$ cat src/rtl/tmr_pkg.sv
package tmr_pkg;
  // Control word fields kept in hardware (bits 5:3 of the written byte are dropped)
  typedef struct packed {
    logic oe;      // byte bit 7: waveform output enable
    logic ie;      // byte bit 6: interrupt enable
    logic dual;    // byte bit 2: two cascaded 8-bit stages
    logic int_clk; // byte bit 1: 1 = system clock, 0 = external pin
    logic spec;    // byte bit 0: CR1 hold / CR2 select / CR3 prescale
  } ctrl_t;

  localparam logic [2:0] ADDR_CR13 = 3'd0;
  localparam logic [2:0] ADDR_CR2  = 3'd1;
endpackage

$ cat src/rtl/tmr_tick.sv
module tmr_tick #(
  parameter int SYNC_N    = 2,
  parameter int PRESC_W   = 3,
  parameter bit HAS_PRESC = 1'b0
) (
  input  logic clk,
  input  logic rst,
  input  logic hold,
  input  logic ext_clk,
  input  logic gate_n,
  input  logic int_clk,
  input  logic use_presc,
  output logic tick
);
  logic [SYNC_N:0]   clk_sh;
  logic [SYNC_N-1:0] gate_sh;
  logic              base;

  always_ff @(posedge clk) begin
    if (rst) begin
      clk_sh  <= '0;
      gate_sh <= '1;
    end else begin
      clk_sh  <= {clk_sh[SYNC_N-1:0], ext_clk};
      gate_sh <= {gate_sh[SYNC_N-2:0], gate_n};
    end
  end

  assign base = ~gate_sh[SYNC_N-1] &
                (int_clk | (clk_sh[SYNC_N-1] & ~clk_sh[SYNC_N]));

  generate
    if (HAS_PRESC) begin : g_presc
      logic [PRESC_W-1:0] presc;
      always_ff @(posedge clk) begin
        if (rst || hold)             presc <= '0;
        else if (base && use_presc)  presc <= presc + 1'b1;
      end
      assign tick = base & (~use_presc | (&presc));
    end else begin : g_plain
      logic unused_in;
      assign unused_in = hold ^ use_presc;
      assign tick = base;
    end
  endgenerate
endmodule

$ cat src/rtl/tmr_count.sv
module tmr_count #(
  parameter int BYTE_W = 8,
  parameter int CNT_W  = 2 * BYTE_W
) (
  input  logic             clk,
  input  logic             rst,
  input  logic             hold,
  input  logic             tick,
  input  logic             dual,
  input  logic [CNT_W-1:0] latch,
  output logic [CNT_W-1:0] cnt_q,
  output logic             timeout,
  output logic             tgl_q
);
  logic lo_zero, all_zero;

  assign lo_zero  = (cnt_q[BYTE_W-1:0] == '0);
  assign all_zero = (cnt_q == '0);
  assign timeout  = tick & all_zero;

  always_ff @(posedge clk) begin
    if (rst || hold) begin
      cnt_q <= latch;
      tgl_q <= 1'b0;
    end else if (tick) begin
      if (all_zero) begin
        cnt_q <= latch;
        tgl_q <= ~tgl_q;
      end else if (dual && lo_zero) begin
        cnt_q <= {cnt_q[CNT_W-1:BYTE_W] - 1'b1, latch[BYTE_W-1:0]};
      end else begin
        cnt_q <= cnt_q - 1'b1;
      end
    end
  end
endmodule

$ cat src/rtl/tmr_regs.sv
module tmr_regs
  import tmr_pkg::*;
#(
  parameter int NUM_T  = 3,
  parameter int BYTE_W = 8,
  parameter int ADDR_W = 3,
  parameter int CNT_W  = 2 * BYTE_W
) (
  input  logic                        clk,
  input  logic                        rst,
  input  logic                        bus_sel,
  input  logic                        bus_wr,
  input  logic [ADDR_W-1:0]           bus_addr,
  input  logic [BYTE_W-1:0]           bus_wdata,
  input  logic [NUM_T-1:0][CNT_W-1:0] cnt_q,
  input  logic [NUM_T-1:0]            timeout,
  output ctrl_t [NUM_T-1:0]           ctrl,
  output logic [NUM_T-1:0][CNT_W-1:0] latch_q,
  output logic [NUM_T-1:0]            flags,
  output logic [BYTE_W-1:0]           bus_rdata
);
  localparam int SLOT_W = ADDR_W - 1;

  logic              wr_en, rd_en, hold, stat_rd;
  logic [SLOT_W-1:0] slot;
  logic [BYTE_W-1:0] msb_buf, rd_lsb, status;
  logic [NUM_T-1:0]  armed, cnt_rd;
  ctrl_t             cv;

  assign wr_en   = bus_sel & bus_wr;
  assign rd_en   = bus_sel & ~bus_wr;
  assign slot    = bus_addr[ADDR_W-1:1];
  assign hold    = ctrl[0].spec;
  assign stat_rd = rd_en && (bus_addr == ADDR_CR2);
  assign status  = {|flags, {(BYTE_W-1-NUM_T){1'b0}}, flags};
  assign cv      = '{oe: bus_wdata[7], ie: bus_wdata[6], dual: bus_wdata[2],
                     int_clk: bus_wdata[1], spec: bus_wdata[0]};

  always_comb begin
    for (int i = 0; i < NUM_T; i++)
      cnt_rd[i] = rd_en && !bus_addr[0] && (slot == SLOT_W'(i + 1));
  end

  always_ff @(posedge clk) begin
    if (rst) begin
      ctrl      <= '0;
      ctrl[0]   <= '{oe: 1'b0, ie: 1'b0, dual: 1'b0, int_clk: 1'b0, spec: 1'b1};
      latch_q   <= '0;
      msb_buf   <= '0;
      rd_lsb    <= '0;
      bus_rdata <= '0;
      flags     <= '0;
      armed     <= '0;
    end else begin
      if (wr_en) begin
        if (bus_addr == ADDR_CR13) begin
          if (ctrl[1].spec) ctrl[0]       <= cv;
          else              ctrl[NUM_T-1] <= cv;
        end else if (bus_addr == ADDR_CR2) begin
          ctrl[1] <= cv;
        end else if (!bus_addr[0]) begin
          msb_buf <= bus_wdata;
        end else begin
          for (int i = 0; i < NUM_T; i++)
            if (slot == SLOT_W'(i + 1)) latch_q[i] <= {msb_buf, bus_wdata};
        end
      end
      if (rd_en) begin
        if (bus_addr == ADDR_CR13)  bus_rdata <= '0;
        else if (stat_rd)           bus_rdata <= status;
        else if (bus_addr[0])       bus_rdata <= rd_lsb;
        else begin
          for (int i = 0; i < NUM_T; i++)
            if (cnt_rd[i]) begin
              bus_rdata <= cnt_q[i][CNT_W-1:BYTE_W];
              rd_lsb    <= cnt_q[i][BYTE_W-1:0];
            end
        end
      end
      for (int i = 0; i < NUM_T; i++) begin
        if (hold) begin
          flags[i] <= 1'b0;
          armed[i] <= 1'b0;
        end else if (timeout[i]) begin
          flags[i] <= 1'b1;
        end else if (cnt_rd[i] && armed[i]) begin
          flags[i] <= 1'b0;
          armed[i] <= 1'b0;
        end else if (stat_rd) begin
          armed[i] <= flags[i];
        end
      end
    end
  end
endmodule

$ cat src/rtl/tri_interval_timer.sv
module tri_interval_timer
  import tmr_pkg::*;
#(
  parameter int BYTE_W  = 8,
  parameter int SYNC_N  = 2,
  parameter int PRESC_W = 3
) (
  input  logic              clk,
  input  logic              rst,
  input  logic              bus_sel,
  input  logic              bus_wr,
  input  logic [2:0]        bus_addr,
  input  logic [BYTE_W-1:0] bus_wdata,
  output logic [BYTE_W-1:0] bus_rdata,
  input  logic [2:0]        ext_clk,
  input  logic [2:0]        gate_n,
  output logic [2:0]        wave_out,
  output logic              irq_n
);
  localparam int NUM_T  = 3;
  localparam int ADDR_W = 3;
  localparam int CNT_W  = 2 * BYTE_W;

  ctrl_t [NUM_T-1:0]           ctrl;
  logic [NUM_T-1:0][CNT_W-1:0] cnt_v, latch_v;
  logic [NUM_T-1:0]            tick_v, to_v, tgl_v, flags_v, ie_v, dual_v;
  logic                        hold;

  assign hold = ctrl[0].spec;

  tmr_regs #(.NUM_T(NUM_T), .BYTE_W(BYTE_W), .ADDR_W(ADDR_W), .CNT_W(CNT_W)) u_regs (
    .clk(clk), .rst(rst), .bus_sel(bus_sel), .bus_wr(bus_wr), .bus_addr(bus_addr),
    .bus_wdata(bus_wdata), .cnt_q(cnt_v), .timeout(to_v), .ctrl(ctrl),
    .latch_q(latch_v), .flags(flags_v), .bus_rdata(bus_rdata)
  );

  generate
    for (genvar g = 0; g < NUM_T; g++) begin : g_tmr
      tmr_tick #(.SYNC_N(SYNC_N), .PRESC_W(PRESC_W), .HAS_PRESC(g == NUM_T - 1)) u_tick (
        .clk(clk), .rst(rst), .hold(hold), .ext_clk(ext_clk[g]), .gate_n(gate_n[g]),
        .int_clk(ctrl[g].int_clk), .use_presc(ctrl[g].spec), .tick(tick_v[g])
      );
      tmr_count #(.BYTE_W(BYTE_W), .CNT_W(CNT_W)) u_cnt (
        .clk(clk), .rst(rst), .hold(hold), .tick(tick_v[g]), .dual(ctrl[g].dual),
        .latch(latch_v[g]), .cnt_q(cnt_v[g]), .timeout(to_v[g]), .tgl_q(tgl_v[g])
      );
      assign ie_v[g]     = ctrl[g].ie;
      assign dual_v[g]   = ctrl[g].dual;
      assign wave_out[g] = tgl_v[g] & ctrl[g].oe;
    end
  endgenerate

  assign irq_n = ~|(flags_v & ie_v);
endmodule

$ cat config.mk
export PLATFORM = sky130hd
export DESIGN_NAME = tri_interval_timer
export DESIGN_NICKNAME = d
export VERILOG_FILES = /design/src/rtl/tmr_pkg.sv /design/src/rtl/tmr_tick.sv /design/src/rtl/tmr_count.sv /design/src/rtl/tmr_regs.sv /design/src/rtl/tri_interval_timer.sv
export SDC_FILE = /design/constraint.sdc
export NUM_CORES = 1
export LEC_CHECK = 0
export BUFFER_PORTS_ARGS = -buffer_cell sky130_fd_sc_hd__buf_2
export CELL_PAD_IN_SITES_DETAIL_PLACEMENT = 0
export CELL_PAD_IN_SITES_GLOBAL_PLACEMENT = 2
export CORE_UTILIZATION = 35
export DETAILED_ROUTE_END_ITERATION = 8
export PLACE_DENSITY_LB_ADDON = 0.08
export SLEW_MARGIN = 25
export SYNTH_ARGS = -nofsm -noshare
export SYNTH_HDL_FRONTEND = slang
export SYNTH_SLANG_ARGS = --single-unit
$ cat constraint.sdc
create_clock -name clk -period 2.15 [get_ports clk]
set_input_delay 0 -clock clk [delete_from_list [all_inputs] [get_ports clk]]
set_output_delay 0 -clock clk [all_outputs]
set_load 0.005 [all_outputs]
==> impl_results.md <==
* Area Growth Syn to Fin at 22.7%
* Worst-path maximum fanout at 12
* Initial core utilization at 35.6%
* Synth Instances at 842
* Rel. slew slack at 52.0%
* Detailed Route WL at 23600 microns
* # clock sinks at 162
* Post-route design area at 9200 sq um
* Min-Delay Path Class: input port to flip-flop
* Power consumption at 0.00672 W
* Most frequent cells in the layout: 178 x nand2_1, 114 x dfxtp_1, 85 x a21oi_1, 71 x buf_4, 63 x nor2_1
* H-Tree Depth at 4
* Final worst slack at 0.0935 ns
* Fmax at 0.486 GHz
* Mean post-synth cell area at 8.90 sq um
* Vias/cell at 5.18
* Drt pass-1 iters at 5
* Fillers at 2132
* Worst setup path end: g_tmr[0].u_cnt.cnt_q[0]$_DFFE_PP_
* Placed Area at 8400 sq um
* Critical Setup Path Class: flip-flop to flip-flop
* Switching share of total power at 24.4%
* Layout cell share with drive strength beyond 1 at 17.5%
* Period utilization at 95.7%
* Internal at 0.00508 W
* Setup_tns at 0 ns
* Combinational Power Share at 6.5%
* Worst R2R Start: g_tmr[0].u_cnt.cnt_q[10]$_DFFE_PP_
* Slew Viols, Final at 0
* Final Skew at 0.00998 ns
* Max-Cap Viols at 0
* Status: finished, final reports clean
* CTS Buf Count at 17
* R2R Setup Slk at 0.09 ns
* DR WL/cell at 19.2 microns
* PortBufs at 32
* Leak Pwr at 3.62 nW
* Post-synth top flop: dfxtp_1
* Clock latency at the later pin of the worst-skew pair at 0.43 ns
* Core area at 21000 sq um
* Final hold vios at 0
* Hold WS at 0.0625 ns
* Largest net degree at the start of global routing at 51
* Seq/Total Area, Yosys at 49.7%
* Vias in the first global route at 6131
* Final GP Congestion at 0.864
* Die Y at 148 microns
* TritonCTS clock tree: done
* WP data required at 2.32 ns
* WP data arrival at 2.23 ns
* Worst-path clk slew at 0.07 ns
* Post-synth cell types at 60
* Ys Warns at 0
* Number of synthesized flops with an enable pin at 48
* CP startpoint: g_tmr[0].u_cnt.cnt_q[10]$_DFFE_PP_
* DP HPWL at 17400 microns
* Slew @ Worst Pin at 0.721 ns
* # setup viols final at 0
* Final #Nets at 970
* Worst R2R Path Depth at 5
* Vias after detailed routing at 6363
* Post-route ant nets at 0
* First-pass GRT wire length at 36300 microns
* P_sw at 0.00164 W
* Max VDD drop at 0.000543 V
* Asr flop ratio synth at 0%
* Ant diodes at 0
* Longest Clk Path Bufs at 2
* Share of power burned in registers at 47.4%
* Crit Reg-Reg Endpoint: g_tmr[0].u_cnt.cnt_q[0]$_DFFE_PP_
* Initial DRC Count at 337
* Mapped Nets at 871
* Initial antenna violation count at 0
* Clock period minus worst slack at 2.06 ns
* Pre-CTS setup slack at 0.0656 ns
* Most common cell after layout, fill and taps aside: nand2_1
* GRT Resource Usage Total at 22.4%
* I/O pin count at 33
* Die Span X at 148 microns
* Remaining global-route overflow at 0
* Setup crit end kind: flip-flop
* Startpoint types: flip-flop
* # rows at 53
* DRC viols at 0
* Syn Std Cell Area at 7490 sq um
* Clk root buf: clkbuf_16
* Clock Power Share at 46.1%
* Number of synthesized register bits at 162
* Cell Pwr Density at 731 nW/um^2
* Die ar. at 22000 sq um
worst min-delay path by stage:
stage	from	slack, ns	cells past startpoint	endpoint
global route	rst	0.07	3	u_regs.msb_buf[0]$_SDFFE_PP0P_
finish	rst	0.06	3	u_regs.msb_buf[1]$_SDFFE_PP0P_
global placement	gate_n[2]	0.19	2	g_tmr[2].u_tick.gate_sh[0]$_SDFF_PP1_
CTS	rst	0.05	3	u_regs.msb_buf[4]$_SDFFE_PP0P_
detailed placement	gate_n[2]	0.19	2	g_tmr[2].u_tick.gate_sh[0]$_SDFF_PP1_
floorplan	gate_n[0]	0.10	1	g_tmr[0].u_tick.gate_sh[0]$_SDFF_PP1_
logic make-up after synthesis:
| group | count (synthesis) | share of synthesized area, % |
|---|---|---|
| multiplexers | 30 | 4.01 |
| adder cells (fa/ha/maj) | 8 | 1.34 |
| AND/OR/NAND/NOR | 344 | 21.5 |
| buffers and inverters | 60 | 3.22 |
| flip-flops | 162 | 49.7 |
| AO/OA/AOI/OAI | 198 | 15.6 |
| XOR/XNOR | 40 | 4.68 |
cell type report:
type | instances | area [sq um] | area share [%]
Clock inverter | 12 | 131 | 1.43
Clock buffer | 20 | 468 | 5.09
Tap cell | 275 | 344 | 3.74
Sequential cell | 162 | 3720 | 40.5
Multi-Input combinational cell | 620 | 3550 | 38.6
Timing Repair Buffer | 121 | 905 | 9.84
Inverter | 19 | 71.3 | 0.776
critical path, stage by stage, from the launching register on:
cell and delay, ns:
edfxtp_1 0.41, or4_4 0.57, or3_4 0.39, o21ai_2 0.19, buf_6 0.17, o21ai_0 0.09
layer usage:
layer	GRT usage, %	part of all wire, %
met3	3.10	3.5
met4	8.09	2.1
met1	31.4	48
met2	35.0	46
met5	0	0
stage by stage:
stage               cells  util (%)
floorplan             842         -
global placement     1179      39.9
detailed placement   1179      39.9
CTS                  1225      43.5
global route         1229      43.7
finish               1229      43.7
synth_stat cells (3+ instances only):
master / number / share of area (%)
a211o_1: 4 / 0.47
a21boi_0: 3 / 0.30
a21oi_1: 85 / 5.7
a22o_1: 8 / 0.94
a31oi_1: 8 / 0.67
a32oi_1: 3 / 0.35
and2_1: 3 / 0.25
and3_1: 3 / 0.25
clkbuf_1: 37 / 1.9
dfxtp_1: 114 / 30
edfxtp_1: 48 / 19
ha_1: 8 / 1.3
inv_1: 18 / 0.90
mux2i_1: 30 / 4.0
nand2_1: 178 / 8.9
nand2b_1: 4 / 0.33
nand3_1: 18 / 1.2
nand4_1: 12 / 1.0
nor2_1: 63 / 3.2
nor2b_1: 14 / 1.2
nor3_1: 13 / 0.87
nor3_2: 4 / 0.53
nor4_1: 5 / 0.42
o21ai_0: 52 / 3.5
o21ai_1: 7 / 0.47
o2bb2ai_1: 7 / 0.82
o31ai_1: 5 / 0.50
or2_2: 10 / 0.84
or3_1: 3 / 0.25
xnor2_1: 21 / 2.5
xor2_1: 19 / 2.2
registers in the layout, summed over array words and instances (netlist names):
signal                      cells
g_tmr.u_cnt.cnt_q              48
u_regs.latch_q                 48
u_regs.ctrl                    14
g_tmr.u_tick.clk_sh             9
u_regs.bus_rdata                8
u_regs.msb_buf                  8
u_regs.rd_lsb                   8
g_tmr.u_tick.gate_sh            6
g_tmr.u_cnt.tgl_q               3
g_tmr.u_tick.g_presc.presc      3
u_regs.armed                    3
u_regs.flags                    3
u_regs.hold                     1
power groups by stage:
| stage | Sequential, W | Clock, W | Combinational (W) |
|---|---|---|---|
| 2_1_floorplan | 0.00325 | 0 | 0.000242 |
| 3_3_place_gp | 0.00326 | 0 | 0.000407 |
| 3_5_place_dp | 0.00326 | 0 | 0.000407 |
| 4_1_cts | 0.00319 | 0.00317 | 0.000430 |
| 5_1_grt | 0.00319 | 0.00329 | 0.000478 |
| 6_report | 0.00319 | 0.00310 | 0.000437 |
timing repair:
action / CTS / global route
setup endpoints to repair: 0 / 7
setup buffers: 0 / 4
hold buffers: 14 / 0
endpoints found under the hold margin: 43 / 0
gates resized for setup: 0 / 5
Note: power is estimated with default switching activity, not from simulation.
